[config.mk]
export PLATFORM = sky130hd
export DESIGN_NAME = isize_fetch_seq
export DESIGN_NICKNAME = d
export VERILOG_FILES = /design/src/rtl/isf_pkg.sv /design/src/rtl/isf_width_track.sv /design/src/rtl/isf_opnd_asm.sv /design/src/rtl/isize_fetch_seq.sv
export SDC_FILE = /design/constraint.sdc
export NUM_CORES = 1
export LEC_CHECK = 0
export ABC_AREA = 1
export BUFFER_PORTS_ARGS = -buffer_cell sky130_fd_sc_hd__buf_4
export CORE_MARGIN = 3
export CORE_UTILIZATION = 51
export DETAILED_ROUTE_END_ITERATION = 10
export PLACE_DENSITY = 0.88
export SYNTH_ARGS = -nofsm -noshare
export SYNTH_HDL_FRONTEND = slang
export SYNTH_SLANG_ARGS = --single-unit
[constraint.sdc]
create_clock -name clk -period 2.6 [get_ports clk]
set_input_delay 0 -clock clk [delete_from_list [all_inputs] [get_ports clk]]
set_output_delay 0 -clock clk [all_outputs]
set_load 0.1 [all_outputs]
[src/rtl/isf_pkg.sv]
package isf_pkg;

    typedef enum logic [1:0] {
        S_FETCH = 2'd0,
        S_OPND  = 2'd1,
        S_EXEC  = 2'd2,
        S_HALT  = 2'd3
    } seq_state_e;

    localparam int OPND_BYTES = 8;

    localparam logic [2:0] W_NONE = 3'd0;
    localparam logic [2:0] W_8    = 3'd1;
    localparam logic [2:0] W_16   = 3'd2;
    localparam logic [2:0] W_32   = 3'd3;
    localparam logic [2:0] W_64   = 3'd4;

    localparam logic [7:0] OP_NOP    = 8'd0;
    localparam logic [7:0] OP_HALT   = 8'd1;
    localparam logic [7:0] OP_JP     = 8'd4;
    localparam logic [7:0] OP_JZ     = 8'd5;
    localparam logic [7:0] OP_JNZ    = 8'd6;
    localparam logic [7:0] OP_JR     = 8'd7;
    localparam logic [7:0] OP_JRZ    = 8'd8;
    localparam logic [7:0] OP_JRNZ   = 8'd9;
    localparam logic [7:0] OP_DPRE8  = 8'd29;
    localparam logic [7:0] OP_DPRE64 = 8'd32;
    localparam logic [7:0] OP_SETD   = 8'd33;
    localparam logic [7:0] OP_SETA   = 8'd34;
    localparam logic [7:0] OP_APRE8  = 8'd44;
    localparam logic [7:0] OP_APRE64 = 8'd47;

    function automatic logic [3:0] width_bytes(input logic [2:0] w);
        case (w)
            W_8:     return 4'd1;
            W_16:    return 4'd2;
            W_32:    return 4'd4;
            W_64:    return 4'd8;
            default: return 4'd1;
        endcase
    endfunction

    function automatic logic [63:0] sign_ext(input logic [63:0] v, input logic [2:0] w);
        case (w)
            W_8:     return {{56{v[7]}}, v[7:0]};
            W_16:    return {{48{v[15]}}, v[15:0]};
            W_32:    return {{32{v[31]}}, v[31:0]};
            default: return v;
        endcase
    endfunction

    function automatic logic width_code_ok(input logic [7:0] b);
        return (b >= 8'd1) && (b <= 8'd4);
    endfunction

endpackage

[src/rtl/isf_width_track.sv]
module isf_width_track
    import isf_pkg::*;
#(
    parameter logic [2:0] RESET_W = W_16
) (
    input  logic       clk,
    input  logic       rst_n,
    input  logic       pend_wr,
    input  logic [2:0] pend_code,
    input  logic       apply,
    input  logic       set_wr,
    input  logic [2:0] set_code,
    input  logic       finish,
    output logic [2:0] eff_w,
    output logic [2:0] cur_w
);

    typedef struct packed {
        logic [2:0] cur;
        logic [2:0] saved;
        logic [2:0] pend;
    } trk_t;

    trk_t trk_d, trk_q;

    always_comb begin
        trk_d = trk_q;
        if (pend_wr) begin
            trk_d.pend = pend_code;
        end
        if (apply && (trk_q.pend != W_NONE)) begin
            trk_d.saved = trk_q.cur;
            trk_d.cur   = trk_q.pend;
            trk_d.pend  = W_NONE;
        end
        if (set_wr) begin
            trk_d.cur = set_code;
        end
        if (finish && (trk_d.saved != W_NONE)) begin
            trk_d.cur   = trk_d.saved;
            trk_d.saved = W_NONE;
        end
    end

    always_ff @(posedge clk) begin
        if (!rst_n) begin
            trk_q <= '{cur: RESET_W, saved: W_NONE, pend: W_NONE};
        end else begin
            trk_q <= trk_d;
        end
    end

    assign eff_w = (apply && (trk_q.pend != W_NONE)) ? trk_q.pend : trk_q.cur;
    assign cur_w = trk_q.cur;


    width_valid_chk: assert property (@(posedge clk) disable iff (!rst_n)
        (trk_q.cur != W_NONE) && (trk_q.cur <= W_64));

endmodule

[src/rtl/isf_opnd_asm.sv]
module isf_opnd_asm
    import isf_pkg::*;
#(
    parameter int NB = OPND_BYTES
) (
    input  logic              clk,
    input  logic              rst_n,
    input  logic              byte_wr,
    input  logic [2:0]        byte_idx,
    input  logic [7:0]        byte_in,
    output logic [8*NB-1:0]   value_next,
    output logic [8*NB-1:0]   value_q
);

    logic [7:0] lane_d [NB];
    logic [7:0] lane_q [NB];

    for (genvar i = 0; i < NB; i++) begin : g_lane
        always_comb begin
            if (byte_wr && (byte_idx == 3'(i))) begin
                lane_d[i] = byte_in;
            end else if (byte_wr && (byte_idx == 3'd0)) begin
                lane_d[i] = 8'h00;
            end else begin
                lane_d[i] = lane_q[i];
            end
        end

        always_ff @(posedge clk) begin
            if (!rst_n) begin
                lane_q[i] <= 8'h00;
            end else begin
                lane_q[i] <= lane_d[i];
            end
        end

        assign value_next[8*i +: 8] = lane_d[i];
        assign value_q[8*i +: 8]    = lane_q[i];
    end


    low_byte_kept_chk: assert property (@(posedge clk) disable iff (!rst_n)
        (byte_wr && (byte_idx != 3'd0)) |=> (value_q[7:0] == $past(value_q[7:0])));

endmodule

[src/rtl/isize_fetch_seq.sv]
module isize_fetch_seq
    import isf_pkg::*;
#(
    parameter int MEM_BYTES = 256,
    parameter int AW        = $clog2(MEM_BYTES)
) (
    input  logic          clk,
    input  logic          rst_n,
    output logic [AW-1:0] mem_addr,
    input  logic [7:0]    mem_rdata,
    input  logic          zero_flag,
    output logic          exec_valid,
    output logic [7:0]    exec_opcode,
    output logic [2:0]    exec_dwidth,
    output logic [2:0]    exec_awidth,
    input  logic          exec_done,
    output logic [63:0]   opnd_value,
    output logic [AW-1:0] ip_o,
    output logic          halted
);

    localparam int CNT_W = $clog2(OPND_BYTES);

    typedef struct packed {
        seq_state_e      st;
        logic [AW-1:0]   ip;
        logic [7:0]      opc;
        logic [3:0]      nbytes;
        logic [CNT_W-1:0] cnt;
    } seq_t;

    seq_t seq_d, seq_q;

    logic       d_pend_wr, a_pend_wr, apply, finish;
    logic       d_set_wr, a_set_wr, byte_wr;
    logic [2:0] pend_code, set_code;
    logic [2:0] d_eff, d_cur, a_eff, a_cur;
    logic [63:0] opnd_next, opnd_q;
    logic [AW-1:0] ip_inc, rel_target;
    logic [63:0]   rel_sum;
    logic          last_byte;

    isf_width_track #(.RESET_W(W_16)) u_dwidth (
        .clk       (clk),
        .rst_n     (rst_n),
        .pend_wr   (d_pend_wr),
        .pend_code (pend_code),
        .apply     (apply),
        .set_wr    (d_set_wr),
        .set_code  (set_code),
        .finish    (finish),
        .eff_w     (d_eff),
        .cur_w     (d_cur)
    );

    isf_width_track #(.RESET_W(W_16)) u_awidth (
        .clk       (clk),
        .rst_n     (rst_n),
        .pend_wr   (a_pend_wr),
        .pend_code (pend_code),
        .apply     (apply),
        .set_wr    (a_set_wr),
        .set_code  (set_code),
        .finish    (finish),
        .eff_w     (a_eff),
        .cur_w     (a_cur)
    );

    isf_opnd_asm #(.NB(OPND_BYTES)) u_opnd (
        .clk        (clk),
        .rst_n      (rst_n),
        .byte_wr    (byte_wr),
        .byte_idx   (3'(seq_q.cnt)),
        .byte_in    (mem_rdata),
        .value_next (opnd_next),
        .value_q    (opnd_q)
    );

    assign ip_inc     = seq_q.ip + 1'b1;
    assign rel_sum    = 64'(ip_inc) + sign_ext(opnd_next, a_cur);
    assign rel_target = rel_sum[AW-1:0];
    assign last_byte  = ((4'(seq_q.cnt) + 4'd1) == seq_q.nbytes);

    always_comb begin
        seq_d      = seq_q;
        d_pend_wr  = 1'b0;
        a_pend_wr  = 1'b0;
        pend_code  = W_NONE;
        apply      = 1'b0;
        finish     = 1'b0;
        d_set_wr   = 1'b0;
        a_set_wr   = 1'b0;
        set_code   = W_NONE;
        byte_wr    = 1'b0;
        exec_valid = 1'b0;

        case (seq_q.st)
            S_FETCH: begin
                seq_d.ip  = ip_inc;
                seq_d.opc = mem_rdata;
                seq_d.cnt = '0;
                if ((mem_rdata >= OP_DPRE8) && (mem_rdata <= OP_DPRE64)) begin
                    d_pend_wr = 1'b1;
                    pend_code = 3'(mem_rdata - OP_DPRE8) + 3'd1;
                end else if ((mem_rdata >= OP_APRE8) && (mem_rdata <= OP_APRE64)) begin
                    a_pend_wr = 1'b1;
                    pend_code = 3'(mem_rdata - OP_APRE8) + 3'd1;
                end else begin
                    apply = 1'b1;
                    case (mem_rdata)
                        OP_NOP: begin
                            finish = 1'b1;
                        end
                        OP_HALT: begin
                            finish   = 1'b1;
                            seq_d.st = S_HALT;
                        end
                        OP_JP, OP_JZ, OP_JNZ, OP_JR, OP_JRZ, OP_JRNZ: begin
                            seq_d.st     = S_OPND;
                            seq_d.nbytes = width_bytes(a_eff);
                        end
                        OP_SETD, OP_SETA: begin
                            seq_d.st     = S_OPND;
                            seq_d.nbytes = 4'd1;
                        end
                        default: begin
                            seq_d.st = S_EXEC;
                        end
                    endcase
                end
            end

            S_OPND: begin
                byte_wr   = 1'b1;
                seq_d.ip  = ip_inc;
                seq_d.cnt = seq_q.cnt + 1'b1;
                if (last_byte) begin
                    finish   = 1'b1;
                    seq_d.st = S_FETCH;
                    set_code = mem_rdata[2:0];
                    case (seq_q.opc)
                        OP_SETD: d_set_wr = width_code_ok(mem_rdata);
                        OP_SETA: a_set_wr = width_code_ok(mem_rdata);
                        OP_JP:   seq_d.ip = opnd_next[AW-1:0];
                        OP_JZ:   if (zero_flag)  seq_d.ip = opnd_next[AW-1:0];
                        OP_JNZ:  if (!zero_flag) seq_d.ip = opnd_next[AW-1:0];
                        OP_JR:   seq_d.ip = rel_target;
                        OP_JRZ:  if (zero_flag)  seq_d.ip = rel_target;
                        OP_JRNZ: if (!zero_flag) seq_d.ip = rel_target;
                        default: ;
                    endcase
                end
            end

            S_EXEC: begin
                exec_valid = 1'b1;
                if (exec_done) begin
                    finish   = 1'b1;
                    seq_d.st = S_FETCH;
                end
            end

            default: ;
        endcase
    end

    always_ff @(posedge clk) begin
        if (!rst_n) begin
            seq_q <= '{st: S_FETCH, ip: '0, opc: OP_NOP, nbytes: 4'd1, cnt: '0};
        end else begin
            seq_q <= seq_d;
        end
    end

    assign mem_addr    = seq_q.ip;
    assign ip_o        = seq_q.ip;
    assign exec_opcode = seq_q.opc;
    assign exec_dwidth = d_cur;
    assign exec_awidth = a_cur;
    assign opnd_value  = opnd_q;
    assign halted      = (seq_q.st == S_HALT);


    exec_hold_chk: assert property (@(posedge clk) disable iff (!rst_n)
        (exec_valid && !exec_done) |=> (exec_valid && $stable(exec_opcode) && $stable(ip_o)));


    exec_width_stable_chk: assert property (@(posedge clk) disable iff (!rst_n)
        (exec_valid && !exec_done) |=> ($stable(exec_dwidth) && $stable(exec_awidth)));


    halt_sticky_chk: assert property (@(posedge clk) disable iff (!rst_n)
        halted |=> (halted && $stable(ip_o)));


    halt_quiet_chk: assert property (@(posedge clk) disable iff (!rst_n)
        halted |-> !exec_valid);

endmodule

==> results.md <==
- Status: complete, no violations
- Gpl congestion: 0.9197
- Row count: 39
- Most common flop cell mapped by yosys: dfxtp_1
- Final non-filler cell total: 1098
- Final setup viols: 0
- Fmax: 0.4054 GHz
- RSZ-0062 raised after global routing: true
- Slowest stage delay, CP: 330 ps
- Mean Syn Cell Area: 6.955 um2
- Sequential area share after synthesis: 35.12%
- DRT Wirelength: 17.32 mm
- CP Capture Type: flip-flop
- Worst-path clk slew: 80 ps
- Slew @ Worst Pin: 796.5 ps
- CP Buf/Inv Count: 3
- Setup CP Type: flip-flop to flip-flop
- Port bufs: 107
- Skew final: 13.56 ps
- Compound-Gate Fraction of Synth Area: 12.94%
- DRT Pass-1 Iters: 5
- Die area: 13310 um2
- Synth area leaders: dfxtp_1 (35%), nand3_1 (9.9%), nand2_1 (8.9%)
- Commonest cells after routing, fill and taps aside: nand2_1 (144), buf_4 (141), nand3_1 (121)
- Largest net degree at the start of global routing: 72
- DP Worst Slack: 41.62 ps
- R2R depth: 15
- Power Dens Cells: 744.4 nW/um2
- Area grow syn2layout: 18.87%
- # placed instances: 1081
- Global-route wire length before repair: 27.57 mm
- Boundary Pins: 108
- Root Buffer: clkbuf_16
- DR WL/cell: 15.78 um
- Final net count: 985
- Leading area contributor after synthesis: dfxtp_1
- GR Overflow Total: 0
- Clock sinks: 107
- Sequential share of power: 34.1%
- Antenna diode count: 0
- Synth warn: 0
- Worst r2r dst: ip_o[3]
- H-tree levels: 3
- Overall Power: 5398 uW
- Max-slew headroom: 46.90%
- Min-delay worst type: primary input to flip-flop
- Switching fraction of total power: 44.64%
- Distinct cells, synth: 38
- Crit path max fanout: 19
- 1st-iter DRT viols: 681
- CTS Buf Count: 9
- CP Cell Sequence: inv_1 -> ha_2 -> buf_4 -> nand4_1 -> nand2_1 -> ha_1 -> nand3_1 -> nand2_1 -> inv_1 -> o21ai_1 -> or2_2 -> nand3_1 -> o21ai_0 -> nand2_1 -> a21oi_1
- Antenna violations before repair: 0
- Initial Util: 52.74%
- Adder-cell share of the synthesized area: 4.718%
- Final count of hold timing violations: 0
- Most common cell after layout, fill and taps aside: nand2_1
- Skew-Pair Late Insertion Delay: 360 ps
- Sw Pwr: 2410 uW
- Number of synthesized flops with an enable pin: 0
- Share of layout cells above drive strength 1: 21.57%
- Leak: 0.003306 uW
- Delay-heaviest family, CP: simple AND/OR/NAND/NOR gates
- DIE WIDTH: 115.4 um
- Startpoint types: flip-flop
- Worst R2R Start: seq_q[24]
- WP data arrival: 2710 ps
- Fin. max-slew vios: 0
- CP most frequent cell: nand2_1
- Drt drc: 0
- CP required: 2850 ps
- Min Clock Period, post-route: 2467 ps
- Max cap viols: 0
- Total GRT Usage: 25.70%
- Clock power share: 27.7%
- Vias in the first global route: 5649
- Share of the synthesized area in the top cell type: 35.12%
- CP max stage cell: dfxtp_1
- Final Worst Setup Slack: 133.2 ps
- Mapped cell area: 6100 um2
- Max IR drop VDD: 0.0003269 V
- Hold path depth: 3
- Post-route clock period utilization: 94.88%
- Clock buffer depth: 2
- Routed Antenna Nets: 0
- Post-synthesis cell count: 877
- Internal Dissipation: 2988 uW
- Drt via density: 5.678
- Gate power share: 38.2%
- Hold-critical path endpoint: u_opnd.lane_q[1][30]
- #FFs+latches synth: 107
- Die height: 115.4 um
- Worst R2R Setup Slack: 130 ps
- Simple-gate share of the synthesized area: 32.47%
- Core ar.: 11560 um2
- Largest family of logic cells by synthesized area: simple AND/OR/NAND/NOR gates
- HPWL Detailed: 12.01 mm
- Via count of the routed design: 6234
- Min-delay src: mem_rdata[6]
- Asr flop ratio synth: 0%
- Synth Area in XOR/XNOR: 1.292%
- CTS tree: done
- Mux share of post-synthesis cell area: 0%
- Post-Syn Nets: 912
[worst register-to-register path, cell delays in order, from the launching register on]
cell     delay (ps)
dfxtp_1         330
inv_1           120
ha_2            220
buf_4           230
nand4_1         150
nand2_1         120
ha_1            260
nand3_1          90
nand2_1          50
inv_1            40
o21ai_1         120
or2_2           300
nand3_1          90
o21ai_0         100
nand2_1          60
a21oi_1          60
[sequential cells by signal (all words and copies together) (netlist names)]
register,flops
u_dwidth.cur_w,3
exec_opcode,8
u_dwidth.trk_q,6
ip_o,8
u_awidth.cur_w,3
u_awidth.trk_q,6
seq_q,9
u_opnd.lane_q,64
[cell usage after synthesis (2+ instances only)]
cell type and n:
a211oi_1 3, a21oi_1 97, a21oi_2 3, buf_1 6, buf_2 8, buf_4 32, buf_6 2, clkbuf_1 31
dfxtp_1 107, ha_1 23, inv_1 87, inv_2 10, nand2_1 144, nand2_2 5, nand3_1 121, nand3_2 6
nand3b_1 4, nand4_1 52, nor2_1 53, nor2_2 8, nor3_1 5, nor4_1 2, o211ai_1 3, o21ai_0 39
o21ai_1 3, or2_2 4, xnor2_1 3, xor2_1 6
[area by class of cell]
| type | count | area [um2] |
|---|---|---|
| fill | 1013 | 4314 |
| multi-input combinational | 593 | 3171 |
| sequential | 107 | 2143 |
| timing repair buffer | 142 | 1069 |
| inverter | 97 | 364.1 |
| clock buffer | 9 | 225.2 |
| tap | 143 | 178.9 |
| clock inverter | 7 | 100.1 |
[kinds of logic (layout without fill, tap and decap cells)]
family | Yosys count | count (layout)
and+or+nand+nor | 410 | 410
buffers and inverters | 177 | 255
AOI/OAI and AO/OA | 151 | 151
DFF | 107 | 107
adders and majority gates | 23 | 23
xor gates and xnor gates | 9 | 9
[worst max path at each step]
stage	startpoint	endpoint	cells after the start
floorplan	seq_q[24]	ip_o[7]	17
global placement	seq_q[24]	ip_o[6]	15
detailed placement	seq_q[24]	ip_o[6]	15
CTS	seq_q[24]	ip_o[6]	16
global route	seq_q[24]	ip_o[2]	18
finish	seq_q[24]	ip_o[3]	15
[metrics by stage]
step                hold WS, ps  setup TNS, ps  utilization (%)  instance area, um2
global route              17.94         -257.7            62.70                7251
floorplan                 166.5              0                -                6100
CTS                       3.272              0            62.41                7218
finish                    8.567              0            62.70                7251
global placement          340.5              0            59.52                6883
detailed placement        345.1              0            59.52                6883
[timing repair]
action,CTS,global route
gates resized for setup,1,10
endpoints found under the setup margin,1,9
buffers inserted,0,0
hold buffers,1,0
endpoints found under the hold margin,1,0
[metal layers]
layer  wire length [um]  track usage (%)  share of wire [%]  vias up
met1               7372            34.13                 43     2851
met5                  0                0                  0        -
met4                433            9.859                2.5        0
li1                   -                -                  -     3056
met2               8290            42.28                 48      281
met3               1225            3.632                7.1       46
[power by group through the flow]
stage / Sequential, uW / Combinational (uW) / Clock, uW
3_3_place_gp: 1870 / 2000 / 0
2_1_floorplan: 1850 / 1720 / 0
5_1_grt: 1860 / 2180 / 1570
6_report: 1840 / 2060 / 1490
3_5_place_dp: 1880 / 2020 / 0
4_1_cts: 1840 / 2030 / 1500
Power figures use the tool's default switching activity.
